==> config.mk <==
export PLATFORM = sky130hd
export DESIGN_NAME = amo_unit
export DESIGN_NICKNAME = d
export VERILOG_FILES = /design/src/rtl/amo_pkg.sv /design/src/rtl/amo_decode.sv /design/src/rtl/amo_alu.sv /design/src/rtl/amo_unit.sv
export SDC_FILE = /design/constraint.sdc
export NUM_CORES = 1
export LEC_CHECK = 0
export ABC_CLOCK_PERIOD_IN_PS = 7360
export BUFFER_PORTS_ARGS = -buffer_cell sky130_fd_sc_hd__buf_2
export CORE_ASPECT_RATIO = 1.1
export CORE_MARGIN = 4
export CORE_UTILIZATION = 25
export CTS_CLUSTER_SIZE = 40
export DETAILED_ROUTE_END_ITERATION = 8
export HOLD_SLACK_MARGIN = 0.12
export SLEW_MARGIN = 5
export SYNTH_ARGS = -nofsm -noshare
export SYNTH_HDL_FRONTEND = slang
export SYNTH_SLANG_ARGS = --single-unit
==> constraint.sdc <==
create_clock -name clk -period 7.36 [get_ports clk]
set_input_delay 1.104 -clock clk [delete_from_list [all_inputs] [get_ports clk]]
set_output_delay 1.104 -clock clk [all_outputs]
set_load 0.01 [all_outputs]
==> src/rtl/amo_pkg.sv <==
package amo_pkg;

    localparam logic [7:0] OPC_WIDE   = 8'hdb;
    localparam logic [7:0] OPC_NARROW = 8'hc3;

    typedef enum logic [2:0] {
        ST_IDLE,
        ST_READ,
        ST_MODIFY,
        ST_WRITE,
        ST_DONE
    } amo_state_t;

    typedef enum logic [2:0] {
        K_ADD,
        K_OR,
        K_AND,
        K_XOR,
        K_XCHG,
        K_CMPX
    } amo_kind_t;

    typedef struct packed {
        logic      legal;
        logic      narrow;
        logic      fetch;
        amo_kind_t kind;
    } amo_cmd_t;

    // Operation code in the low byte; bit 0 requests the old value back.
    function automatic amo_cmd_t amo_decode_fn(logic [7:0] opc, logic [7:0] op_lo, logic hi_clear);
        amo_cmd_t c;
        logic     known;
        c.kind   = K_ADD;
        c.fetch  = op_lo[0];
        c.narrow = (opc == OPC_NARROW);
        known    = 1'b1;
        case (op_lo)
            8'h00, 8'h01: c.kind = K_ADD;
            8'h40, 8'h41: c.kind = K_OR;
            8'h50, 8'h51: c.kind = K_AND;
            8'ha0, 8'ha1: c.kind = K_XOR;
            8'he1:        c.kind = K_XCHG;
            8'hf1:        c.kind = K_CMPX;
            default:      known  = 1'b0;
        endcase
        c.legal = known && hi_clear && ((opc == OPC_WIDE) || (opc == OPC_NARROW));
        return c;
    endfunction

endpackage

==> src/rtl/amo_decode.sv <==
module amo_decode
    import amo_pkg::*;
#(
    parameter int IMM_W = 32
) (
    input  logic [7:0]       opcode,
    input  logic [IMM_W-1:0] imm,
    output amo_cmd_t         cmd
);
    logic hi_clear;

    always_comb begin
        hi_clear = (imm[IMM_W-1:8] == '0);
        cmd      = amo_decode_fn(opcode, imm[7:0], hi_clear);
    end
endmodule

==> src/rtl/amo_alu.sv <==
module amo_alu
    import amo_pkg::*;
#(
    parameter int DATA_W = 64
) (
    input  amo_cmd_t          cmd,
    input  logic [DATA_W-1:0] mem_old,
    input  logic [DATA_W-1:0] src,
    input  logic [DATA_W-1:0] cmp,
    output logic [DATA_W-1:0] new_val,
    output logic [DATA_W-1:0] fetched,
    output logic              do_write
);
    localparam int HALF_W = DATA_W / 2;
    localparam logic [DATA_W-1:0] LOW_ONES = {{HALF_W{1'b0}}, {HALF_W{1'b1}}};

    logic [DATA_W-1:0] keep;
    logic [DATA_W-1:0] m_op;
    logic [DATA_W-1:0] s_op;
    logic [DATA_W-1:0] c_op;
    logic [DATA_W-1:0] result;

    always_comb begin
        keep = cmd.narrow ? LOW_ONES : '1;
        m_op = mem_old & keep;
        s_op = src & keep;
        c_op = cmp & keep;
        case (cmd.kind)
            K_ADD:   result = m_op + s_op;
            K_OR:    result = m_op | s_op;
            K_AND:   result = m_op & s_op;
            K_XOR:   result = m_op ^ s_op;
            K_XCHG:  result = s_op;
            K_CMPX:  result = s_op;
            default: result = m_op;
        endcase
        new_val  = result & keep;
        fetched  = m_op;
        do_write = (cmd.kind != K_CMPX) || (m_op == c_op);
    end
endmodule

==> src/rtl/amo_unit.sv <==
module amo_unit
    import amo_pkg::*;
#(
    parameter int DATA_W = 64,
    parameter int ADDR_W = 64,
    parameter int OFF_W  = 16,
    parameter int IMM_W  = 32
) (
    input  logic                  clk,
    input  logic                  rst,
    input  logic                  start,
    input  logic [7:0]            opcode,
    input  logic [IMM_W-1:0]      imm,
    input  logic [ADDR_W-1:0]     base,
    input  logic [OFF_W-1:0]      offset,
    input  logic [DATA_W-1:0]     src_val,
    input  logic [DATA_W-1:0]     r0_val,
    output logic                  busy,
    output logic                  done,
    output logic                  err,
    output logic                  lock,
    output logic                  mem_req,
    output logic                  mem_we,
    output logic [ADDR_W-1:0]     mem_addr,
    output logic [DATA_W-1:0]     mem_wdata,
    output logic [DATA_W/8-1:0]   mem_wmask,
    input  logic [DATA_W-1:0]     mem_rdata,
    output logic                  wb_en,
    output logic                  wb_to_r0,
    output logic [DATA_W-1:0]     wb_data
);
    localparam int MASK_W = DATA_W / 8;
    localparam logic [MASK_W-1:0] NARROW_MASK = MASK_W'({(MASK_W/2){1'b1}});

    amo_state_t        state;
    amo_cmd_t          dec_cmd;
    amo_cmd_t          cmd_q;
    logic [ADDR_W-1:0] addr_q;
    logic [DATA_W-1:0] src_q;
    logic [DATA_W-1:0] cmp_q;
    logic [DATA_W-1:0] new_q;
    logic [DATA_W-1:0] fetched_q;
    logic              err_q;
    logic              wb_en_q;
    logic [ADDR_W-1:0] eff_addr;
    logic [DATA_W-1:0] alu_new;
    logic [DATA_W-1:0] alu_fetched;
    logic              alu_write;

    amo_decode #(.IMM_W(IMM_W)) u_decode (
        .opcode (opcode),
        .imm    (imm),
        .cmd    (dec_cmd)
    );

    amo_alu #(.DATA_W(DATA_W)) u_alu (
        .cmd      (cmd_q),
        .mem_old  (mem_rdata),
        .src      (src_q),
        .cmp      (cmp_q),
        .new_val  (alu_new),
        .fetched  (alu_fetched),
        .do_write (alu_write)
    );

    assign eff_addr = base + {{(ADDR_W-OFF_W){offset[OFF_W-1]}}, offset};

    always_ff @(posedge clk) begin
        if (rst) begin
            state     <= ST_IDLE;
            cmd_q     <= '0;
            addr_q    <= '0;
            src_q     <= '0;
            cmp_q     <= '0;
            new_q     <= '0;
            fetched_q <= '0;
            err_q     <= 1'b0;
            wb_en_q   <= 1'b0;
        end else begin
            case (state)
                ST_IDLE: begin
                    if (start) begin
                        cmd_q     <= dec_cmd;
                        addr_q    <= eff_addr;
                        src_q     <= src_val;
                        cmp_q     <= r0_val;
                        err_q     <= !dec_cmd.legal;
                        wb_en_q   <= 1'b0;
                        fetched_q <= '0;
                        state     <= dec_cmd.legal ? ST_READ : ST_DONE;
                    end
                end
                ST_READ:   state <= ST_MODIFY;
                ST_MODIFY: begin
                    new_q     <= alu_new;
                    fetched_q <= alu_fetched;
                    wb_en_q   <= cmd_q.fetch;
                    state     <= alu_write ? ST_WRITE : ST_DONE;
                end
                ST_WRITE:  state <= ST_DONE;
                default:   state <= ST_IDLE;
            endcase
        end
    end

    always_comb begin
        busy      = (state != ST_IDLE);
        done      = (state == ST_DONE);
        lock      = (state == ST_READ) || (state == ST_MODIFY) || (state == ST_WRITE);
        mem_req   = (state == ST_READ) || (state == ST_WRITE);
        mem_we    = (state == ST_WRITE);
        mem_addr  = addr_q;
        mem_wdata = new_q;
        mem_wmask = cmd_q.narrow ? NARROW_MASK : '1;
        err       = done && err_q;
        wb_en     = done && wb_en_q;
        wb_to_r0  = done && !err_q && (cmd_q.kind == K_CMPX);
        wb_data   = fetched_q;
    end
endmodule

## Yosys cells after proc, flatten, opt, wreduce, memory -nomap -nowiden

Cells that the tools add are included.

- Bits in registers: 330
- Output and inout bits: 208
- Word-level logic and storage cells: 82

- Add/sub/neg operators: 2
- Equal/unequal tests: 23
- Multiplexer cells: 13
- Bitwise gates (word level): 7
- Reductions and logical operators: 26

Operator list:

| kind | number |
|---|---|
| bitwise AND 64 bit | 5 |
| case mux 64 bit (5 select lines) | 1 |
| adder 64 bit | 2 |
| 2-to-1 mux 64 bit | 2 |
| case mux 64 bit (2 select lines) | 1 |
| == test 64 bit | 1 |
| bitwise OR 64 bit | 1 |
| XOR 64 bit | 1 |
| == test 8 bit (second input constant) | 6 |
| == test 8 x 7 -> 1 bit (second input constant) | 4 |
| logical NOT 24 bit | 1 |
| case mux 3 bit (5 select lines) | 1 |
| == test 3 x 2 -> 1 bit (second input constant) | 4 |
| case mux 3 bit (4 select lines) | 1 |
| OR reduction 10 bit | 1 |
| == test 3 bit (second input constant) | 3 |
| 2-to-1 mux 3 bit | 3 |
| == test 8 x 1 -> 1 bit (second input constant) | 1 |
| logical NOT 8 bit | 1 |
| 2-to-1 mux 8 bit | 1 |
| OR reduction 2 bit | 4 |
| == test 3 x 1 -> 1 bit (second input constant) | 2 |
| logical AND 1 bit | 6 |
| logical NOT 3 bit | 2 |
| 9 further kinds | 16 |

## Longest topological paths before layout

- Word-level depth: 8
- Gate-level depth with buffers: 18

## Cells and area by module

A second synthesis with hierarchy kept.

- Cells, all modules: 3409
- Area, all modules: 24487.2 um2

Modules (own cells, without submodules):

| module | times used | cells each | area an instance (um2) | seq. area each (um2) |
|---|---|---|---|---|
| amo_unit | 1 | 1903 | 14828.0 | 6626.4 |
| amo_alu | 1 | 1476 | 9430.3 | 0.0 |
| amo_decode | 1 | 30 | 229.0 | 0.0 |

## Least setup slack after synthesis

OpenSTA, ideal clock, no wires.

- Kind: reg2reg
- From: register cmd_q[4] (netlist name)
- To: register new_q[53] (netlist: mem_wdata[53])
- Library setup time: 0.133 ns
- Arrival: 4.047 ns
- Required time: 7.227 ns
- Slack: 3.180 ns
- Cell stages (with the launch flop): 19
- Cell sequence: dfxtp_1 -> buf_2 -> inv_1 -> clkbuf_1 -> buf_1 -> clkbuf_1 -> nand2_1 -> ha_1 -> clkbuf_1 -> nand2_1 -> nor3_1 -> nand2_1 -> a2111oi_0 -> or3_1 -> a21boi_1 -> o41a_1 -> xnor2_1 -> a221oi_1 -> a211oi_1

- Longest elaborated chain between the ends: 5
- Elaborated cells on any way between the ends: 9
- Classes of those cells: 1 x add/sub; 2 x mux; 6 x bitwise

Ends and longest elaborated chain:

| what | RTL line | source |
|---|---|---|
| from (decl) | amo_unit.sv:37 | `amo_cmd_t cmd_q;` |
| from (signal assigned) | amo_unit.sv:83 | `cmd_q <= dec_cmd;` |
| 2-to-1 mux 64 bit * | amo_alu.sv:24 | `keep = cmd.narrow ? LOW_ONES : '1;` |
| bitwise AND 64 bit, on equally long branches | amo_alu.sv:25, amo_alu.sv:26 |  |
| adder 64 bit (tied with other cells) | amo_alu.sv:29 | `K_ADD: result = m_op + s_op;` |
| case mux 64 bit (5 select lines) | amo_alu.sv:28 | `case (cmd.kind)` |
| bitwise AND 64 bit * | amo_alu.sv:37 | `new_val = result & keep;` |
| to (signal assigned) | amo_unit.sv:95 | `new_q <= alu_new;` |
| to (decl) | amo_unit.sv:41 | `logic [DATA_W-1:0] new_q;` |

Every way passes the cells marked *; elsewhere a longest branch is shown, timed or not.
A chain may end at the register's enable or synchronous reset.

## Worst setup path after layout

- From: input port mem_rdata[1]
- To: register new_q[59] (netlist: mem_wdata[59])

- Longest elaborated chain between the ends: 4

Ends and longest elaborated chain:

| what | RTL line | source |
|---|---|---|
| from (decl) | amo_unit.sv:27 | `input logic [DATA_W-1:0] mem_rdata,` |
| bitwise AND 64 bit | amo_alu.sv:25 | `m_op = mem_old & keep;` |
| adder 64 bit | amo_alu.sv:29 |  |
| case mux 64 bit (5 select lines) | amo_alu.sv:28 |  |
| bitwise AND 64 bit | amo_alu.sv:37 |  |

No other way between the ends.

==> out/qor.csv <==
stage,metric,value,unit
run_status,outcome,finished clean,
final_layout,drive_gt1_share,17.5,%
final_layout,fin_util,30.4,%
floorplanning,die_area,99700,sq um
global_route,grt_usage,20.4,%
synth,synth_cell_types,89,
synth,async_reset_ff_share,0,%
synth,syn_inst,3345,
sta,slew_headroom,26.1,%
setup_path,critPathMaxFanout,5,
final_layout,final_common_cell,nand2_1,
routing,ant_nets,0,
routing,via_per_inst,5.17,
global_route,grt_pass1_vias,24928,
power_and_ir_drop,finalPower,5.36,mW
placement,numPortBuffers,518,
floorplanning,die_w,301,microns
routing,drt-pass1-iter-count,6,
placement,dp_slack,2120,ps
placement,gp_congestion,0.928,
power_and_ir_drop,peakVddDrop,0.000170,V
worst_hold_path,hold_class,reg -> reg,
synth,yosysWarnings,0,
clocking,root_buffer,clkbuf_16,
routing,dr_total_vias,25773,
power_and_ir_drop,power_density,188,nW/um^2
clocking,clkLatencyLatePin,620,ps
setup_path,cp.arrival,5160,ps
setup_path,end_kind,flip-flop,
synth,synth_seq_cells,330,
setup_path,cp_common_cell,a211oi_1,
routing,drt_iter0_markers,1911,
global_route,overflow,0,
sta,fin_crit,4680,ps
power_and_ir_drop,total_leakage_power,12.1,nW
setup_path,worst_ep_required_time,7840,ps
sta,drv_slew,0,
sta,max_freq,214,MHz
synth,synth_ff_type,dfxtp_1,
sta,rsz0062_at_grt,no,
synth,ys_seq_area_share,27.9,%
routing,wire_per_inst,21.5,microns
global_route,grt_pass1_wl,156,mm
job,drv_cap,0,
floorplanning,core,94000,sq um
global_route,grt_max_degree,139,
setup_path,slowest_delay,940,ps
sta,fin_crit_sh,63.6,%
clocking,cts_tree,done,
clocking,postCtsHoldBufs,0,
synth,synth_edf_count,0,
sta,fin_skew,35.8,ps
global_route,antenna_found_initial,17,
sta,worst_hold_slack,446,ps
clocking,clk_path_buf_depth,3,
final_layout,nets,4158,
final_layout,final_cell_mix,"668 x nand2_1, 517 x buf_2, 464 x a21oi_1",
synth,synth.cell_area,23700,sq um
floorplanning,rows,118,
clocking,postCtsSetupBuffers,0,
sta,fin_setup_tns,0,ps
sta,fin_ws,2680,ps
clocking,cts_buffers,43,
setup_path,start_kind,primary input,
clocking,cts.repair.resized,0,
setup_path,critPathSlowestCell,o311ai_0,
floorplanning,start_util,25.2,%
setup_path,crit_chain,"buf_2, inv_1, ha_1, a211oi_1, o21bai_1, o21ai_0, a211oi_1, o311ai_0, a31oi_1, a21oi_1, nor2_1, o311a_1, a22o_1",
routing,drc_errors,0,
sta,finalSetupViolations,0,
clocking,cts.sinks,330,
floorplanning,die_h,331,microns
routing,wirelength,107,mm
setup_path,path_class,in -> reg,
floorplanning,ios,523,
sta,hold_viol,0,
clocking,clk_pin_slew,60,ps
synth,postSynthAreaPerCell,7.08,sq um
final_layout,area_growth_syn_to_layout,20.6,%
clocking,htree_num_levels,2,
sta,worst_pin_slew,1090,ps
placement,place_hpwl,80.7,mm
-- state kept, by name (all words and copies together), names as in the netlist --
name	flops
mem_wdata	64
wb_en_q	1
cmp_q	64
cmd_q	5
err_q	1
state	3
wb_data	64
src_q	64
mem_addr	64
-- cells by family after synthesis --
group | share of synthesized area [%]
buffers and inverters | 6.76
AND/OR/NAND/NOR | 21.6
multiplexers | 1.01
XOR/XNOR | 6.66
AO/OA/AOI/OAI | 27.1
adder cells (fa/ha/maj) | 8.98
flip-flops | 27.9
other | 0.0158
-- final timing paths --
path	start	end	slack, ps	cells after the start
hold / removal	mem_wdata[44]	mem_wdata[44]	450	2
setup / recovery	mem_rdata[1]	mem_wdata[59]	2680	13
setup reg to reg	src_q[1]	mem_wdata[59]	2970	12
hold reg to reg	mem_wdata[44]	mem_wdata[44]	450	2
-- synthesized netlist by cell type (all sizes together) (16+ instances only) --
cell type	instances	share of area, %
a221oi	25	0.92
nor2b	18	0.48
o221ai	17	0.63
and2	21	0.55
nand3	102	2.2
nor4	25	0.69
nand4	49	1.3
a211oi	23	0.73
a21oi	466	9.9
o211ai	45	1.4
o21ai	189	4.0
xnor2	115	4.3
buf	47	0.98
clkbuf	210	3.3
nor3	50	1.1
o22ai	33	0.87
a21o	45	1.4
nand2	669	11
a31oi	28	0.74
ha	162	8.6
o31ai	16	0.53
xor2	65	2.4
o21bai	22	0.70
inv	155	2.5
a22oi	36	1.1
dfxtp	330	28
nor2	183	2.9
-- stage by stage --
step           area, sq um  cells
2_1_floorplan        23700   3348
3_3_place_gp         27100   4894
3_5_place_dp         27100   4894
4_1_cts              28500   4969
5_1_grt              28500   4972
6_report             28600   4981
-- metal layers --
metal	global-route usage (%)	part of all wire, %	vias to the layer above	routed length [microns]
li1	-	-	12429	-
met1	24.2	40	12171	43000
met5	0	0.053	-	57
met4	9.58	5.1	10	5460
met3	5.20	7.5	217	8010
met2	34.6	47	946	50700
-- where the power goes --
group,internal [mW],switching (mW),leakage [nW]
clock network,1.27,0.917,0.687
logic,0.465,0.779,8.68
registers,1.87,0.0677,2.69
-- final cells by class --
cell class	count	area, sq um
fillers	10339	65500
multi-input cells	2606	15500
flip-flops and latches	330	6610
repair buffers	543	2830
well taps	1260	1580
clock buffers	56	1180
inverters	155	582
clock inverters	19	230
diodes	12	30.0
-- worst max-delay path: cells and delay by family --
kind | cells | cell delay (ps)
and+or+nand+nor | 1 | 110
AOI/OAI and AO/OA | 9 | 3380
buffers and inverters | 2 | 220
adders and majority gates | 1 | 340
Power figures use the tool's default switching activity.
